<file path="config.mk">
export PLATFORM = sky130hd
export DESIGN_NAME = strap_capture
export DESIGN_NICKNAME = d
export VERILOG_FILES = /design/src/rtl/strap_capture.sv
export SDC_FILE = /design/constraint.sdc
export NUM_CORES = 1
export LEC_CHECK = 0
export BUFFER_PORTS_ARGS = -buffer_cell sky130_fd_sc_hd__buf_2
export CAP_MARGIN = 10
export CORE_AREA = 2 2 40 42
export DETAILED_ROUTE_END_ITERATION = 7
export DIE_AREA = 0 0 42 44
export PLACE_DENSITY = 0.68
export SYNTH_ARGS = -nofsm -noshare
export SYNTH_HDL_FRONTEND = slang
export SYNTH_SLANG_ARGS = --single-unit
</file>
<file path="constraint.sdc">
create_clock -name clk -period 1.4 [get_ports clk]
set_input_delay 0 -clock clk [delete_from_list [all_inputs] [get_ports clk]]
set_output_delay 0 -clock clk [all_outputs]
set_load 0.005 [all_outputs]
</file>
<file path="src/rtl/strap_capture.sv">
module strap_capture #(
  parameter int NPORT       = 4,
  parameter int SYNC_STAGES = 2
) (
  input  logic             clk,
  input  logic             rst_n,
  input  logic             strap_mode_i,
  input  logic             strap_fpm_i,
  input  logic             strap_gang_i,
  input  logic             strap_auto_i,
  input  logic             strap_pol_i,
  input  logic [NPORT-1:0] strap_bat_i,
  input  logic             hs_conn_i,
  input  logic             hs_susp_i,
  input  logic             conn_out_en_i,
  input  logic             susp_out_en_i,
  output logic             cfg_i2c_o,
  output logic             cfg_nopwrsw_o,
  output logic             cfg_ganged_o,
  output logic             cfg_auto_n_o,
  output logic             cfg_pol_hi_o,
  output logic [NPORT-1:0] cfg_bat_o,
  output logic [1:0]       smb_addr_o,
  output logic             pad_mode_oe_o,
  output logic             pad_mode_o,
  output logic             pad_fpm_oe_o,
  output logic             pad_fpm_o,
  output logic             pad_auto_oe_o,
  output logic             pad_auto_o,
  output logic             pad_gang_oe_o,
  output logic             pad_gang_o
);

  localparam int CFGW = 5 + NPORT;

  logic [SYNC_STAGES-1:0] sync_q;
  logic                   live_q;
  logic [CFGW-1:0]        cfg_q;
  logic [CFGW-1:0]        strap_vec;
  logic                   cap;

  assign strap_vec = {strap_bat_i, strap_pol_i, strap_auto_i,
                      strap_gang_i, strap_fpm_i, strap_mode_i};

  always_ff @(posedge clk or negedge rst_n) begin
    if (!rst_n) sync_q <= '0;
    else        sync_q <= {sync_q[SYNC_STAGES-2:0], 1'b1};
  end

  assign cap = sync_q[SYNC_STAGES-1] & ~live_q;

  always_ff @(posedge clk or negedge rst_n) begin
    if (!rst_n) begin
      live_q <= 1'b0;
      cfg_q  <= '0;
    end else if (cap) begin
      live_q <= 1'b1;
      cfg_q  <= strap_vec;
    end
  end

  assign cfg_i2c_o     = cfg_q[0];
  assign cfg_nopwrsw_o = cfg_q[1];
  assign cfg_ganged_o  = cfg_q[2];
  assign cfg_auto_n_o  = cfg_q[3];
  assign cfg_pol_hi_o  = cfg_q[4];
  assign cfg_bat_o     = cfg_q[CFGW-1:5];

  assign smb_addr_o = cfg_q[0] ? 2'b00 : {cfg_q[2], cfg_q[1]};

  assign pad_mode_oe_o = live_q;
  assign pad_mode_o    = 1'b0;
  assign pad_fpm_oe_o  = live_q;
  assign pad_fpm_o     = 1'b0;
  assign pad_auto_oe_o = live_q & susp_out_en_i;
  assign pad_auto_o    = pad_auto_oe_o & hs_susp_i;
  assign pad_gang_oe_o = live_q & conn_out_en_i;
  assign pad_gang_o    = pad_gang_oe_o & hs_conn_i;

  p_cap_r2: assert property (@(posedge clk) disable iff (!rst_n)
    cap |=> (live_q && cfg_q == $past(strap_vec)));

  p_stable_r3: assert property (@(posedge clk) disable iff (!rst_n)
    live_q |=> $stable(cfg_q));

  p_default_r1: assert property (@(posedge clk) disable iff (!rst_n)
    !live_q |-> (cfg_q == '0 && !pad_mode_oe_o && !pad_fpm_oe_o &&
                 !pad_auto_oe_o && !pad_gang_oe_o));

  p_drive_low_r6: assert property (@(posedge clk) disable iff (!rst_n)
    live_q |-> (pad_mode_oe_o && !pad_mode_o && pad_fpm_oe_o && !pad_fpm_o));

  p_addr_r5: assert property (@(posedge clk) disable iff (!rst_n)
    cfg_i2c_o |-> (smb_addr_o == 2'b00));

  p_status_off_r11: assert property (@(posedge clk) disable iff (!rst_n)
    (!susp_out_en_i |-> (!pad_auto_oe_o && !pad_auto_o)) and
    (!conn_out_en_i |-> (!pad_gang_oe_o && !pad_gang_o)));

endmodule

</file>
## Yosys cells after proc, flatten, opt, wreduce, memory -nomap -nowiden

Index checks and enable logic that the tools add are counted.

| operators by class | value |
|---|---|
| mux-type cells | 1 |
| bitwise logic cells | 6 |

Operators with widths:

| operator | count |
|---|---|
| AND 1 bit | 5 |
| 2-to-1 mux 2 bit | 1 |
| inverter 1 bit | 1 |

| word-level totals | value |
|---|---|
| bits in registers | 12 |
| word-level logic and storage cells | 10 |

## Logic depth before layout (Yosys ltp)

| depth | value |
|---|---|
| word-level depth | 2 |
| mapped depth | 3 |

## Worst setup path before layout

No wires, ideal clock.

| path | value |
|---|---|
| kind | reg2reg |
| from | reg live_q, in the netlist pad_fpm_oe_o |
| to | reg cfg_q[0] |
| path slack | 253 ps |
| library setup time | 125 ps |
| arrival | 1022 ps |
| data required time | 1275 ps |
| period minus slack after synthesis | 1147 ps |
| stages on the path, launching flop included | 4 |
| path through | dfrtp_1 > nor2b_1 > buf_6 > mux2_4 |

| on the way | value |
|---|---|
| word-level cells in the longest chain between the ends | 2 |

RTL lines:

| what | RTL line | RTL |
|---|---|---|
| start: declaration | 37 | `logic live_q;` |
| start signal: assignment | 54 | `live_q <= 1'b0;` |
| start signal: assignment | 57 | `live_q <= 1'b1;` |
| inverter 1 bit | 50 | `assign cap = sync_q[SYNC_STAGES-1] & ~live_q;` |
| AND 1 bit | 50 |  |
| end signal: assignment | 58 | `cfg_q <= strap_vec;` |
| end: declaration | 38 | `logic [CFGW-1:0] cfg_q;` |

No other way between the ends.
A chain may end at the register's enable or synchronous reset.

## Final worst setup path

| path | value |
|---|---|
| from | reg live_q, in the netlist pad_fpm_oe_o |
| to | reg cfg_q[8] |

The elaborated chain is that of the path after synthesis.

==> run metrics <==
Vert. Die Dim=~44 um; Post-Synth Simple-Gate Area=a little under a tenth; Final Hold Vio Count=0; Setup crit start kind=flip-flop; worst clock skew=1.65 ps; Placed Cells=81; total setup buffers inserted after CTS=0; Syn Inst Count=35; fin nets=between 90 and 100; Top delay family on crit path=flip-flops; vias in the first global route=368; CTS resizes=0; Worst setup EP type=flip-flop; Placer Congestion=0.646; CTS tree=yes; Root Buffer=clkbuf_4; initial core utilization=37.1%; Longest Clk Path Bufs=2; Routed wire per std cell=10.2 um; register area share after synthesis=57.0%; synth warn=0; final WL=a little under 1000 um; antenna fix cells=0; layout cells sized above 1=58.2%; Arr. time, crit path=1360 ps; pwr dens=984 nW/um2; Yosys reg bits=12; Post-DRT Antenna Nets=0; depth of the CTS H-tree=1; reported max-cap violation count=0; DR pass1 iterations=2; Avg Cell Area, Syn=15.1 um2; Iteration-0 DRC Markers=2; initial antenna violation count=0; Die X-Extent=42 um; number of vias per cell=4.04; hold_buf cts=10; fillers=approximately 120; clock sink count=12; f_max=0.824 GHz; Cell Count, Final, Fillers Out=between 90 and 100; VDD IR max=0.000620 V; status=completed; RSZ-0062 raised after global routing=no; crit path buf inv count=1; Worst-Skew Late Latency=260 ps; die footprint=1850 um2; fin worst setup slack=roughly 190 ps; multiplexer share of the synthesized area=about 26%; min-delay worst type=primary input to asynchronous set/reset pin; CTS buffer count=3; post-synthesis compound-gate area fraction=0%; setup TNS=0 ps; Post-Synth Adder-Cell Area=0%; IO Count=34; crit path time final=1210 ps; Leakage=0.435 nW; largest family of logic cells by synthesized area=multiplexers; first-pass GRT wire length=between 1500 and 2000 um; Place WS=slightly below 200 ps; Slowest-stage cell, CP=dfrtp_1; CTS clk-pin slew, worst paths=70 ps; period utilization=86.7%; max-slew violation count=0; Total GRT Usage=12.2%; core box area=1420 um2; number of distinct library cells after synthesis=9; xor and xnor area share after synthesis=0%; mapped cell area=527 um2; pin count of the biggest net entering global routing=13; CP required=1550 ps; final setup violation count=0; CP cell instances=nor2b_1 > buf_4 > mux2_4; Via Count=384; drt drc=0; row cnt=14; port bufs=31; grt ovf=0; largest stage delay on the critical path=440 ps; critical path type=flip-flop to flip-flop; Worst Path Max Fanout=8; P&R area growth vs syn=56.3%
## cell usage in the layout, fill, tap and decap left out
cell type,n
buf_2,31
mux2_4,9
dfrtp_1,12
conb_1,3
and3_1,2
clkbuf_8,1
dlygate4sd3_1,10
clkbuf_4,3
or2_1,1
buf_4,2
nor2b_1,3
and2_1,2
## state kept, by name, summed over array words and instances, names as in the netlist
signal and flops:
pad_fpm_oe_o 1, sync_q 2, cfg_q 9
## power by group
part	switching [mW]	leakage, nW	internal [mW]
Sequential	0.0193	0.144	0.380
Clock	0.106	0.0210	0.158
Combinational	0.0445	0.270	0.103
## synthesized netlist by cell type
cell	n	area (um2)
nor2b_1	3	18.8
conb_1	2	7.51
mux2_4	9	135
buf_6	1	11.3
and2_1	2	12.5
or2_1	1	6.26
buf_4	3	22.5
and3_1	2	12.5
dfrtp_1	12	300
## cells by family after synthesis
family,after synthesis
muxes,9
buffers and inverters,4
and+or+nand+nor,8
other,2
DFF,12
## metrics by stage
stage / area, um2 / util [%] / hold slack [ps] / power (mW)
3_3_place_gp: 687 / 48.4 / -113 / 0.532
3_5_place_dp: 687 / 48.4 / -111 / 0.534
5_1_grt: 823 / 58.0 / 155 / 0.862
6_report: 823 / 58.0 / 149 / 0.810
2_1_floorplan: 531 / - / -296 / 0.467
4_1_cts: 823 / 58.0 / 130 / 0.825
## worst paths after layout
kind,slack (ps),to,startpoint,cells past startpoint
min in group clk,280,pad_auto_oe_o,susp_out_en_i,3
setup reg to reg,190,cfg_q[8]$_DFFE_PN0P_,pad_fpm_oe_o$_DFFE_PN0P_,3
setup / recovery,190,cfg_q[8]$_DFFE_PN0P_,pad_fpm_oe_o$_DFFE_PN0P_,3
hold reg to reg,350,sync_q[1]$_DFF_PN0_,sync_q[0]$_DFF_PN0_,0
max in group asynchronous,1040,pad_fpm_oe_o$_DFFE_PN0P_,rst_n,2
hold / removal,150,cfg_q[6]$_DFFE_PN0P_,rst_n,2
## cell type report
cell class | count | area [um2] | share of cell area (%)
multi-input combinational | 20 | 196 | 23.9
sequential | 12 | 300 | 36.5
clock buffer | 4 | 36.3 | 4.41
timing repair buffer | 43 | 270 | 32.8
tap | 16 | 20.0 | 2.43
## per-layer routing
metal	track usage (%)	wire length, um	up-vias
li1	-	-	196
met1	15.7	433	167
met2	19.4	450	21
met3	4.17	86	0
met4	3.87	0	0
met5	0	0	-
(Power assumes the default switching activity.)
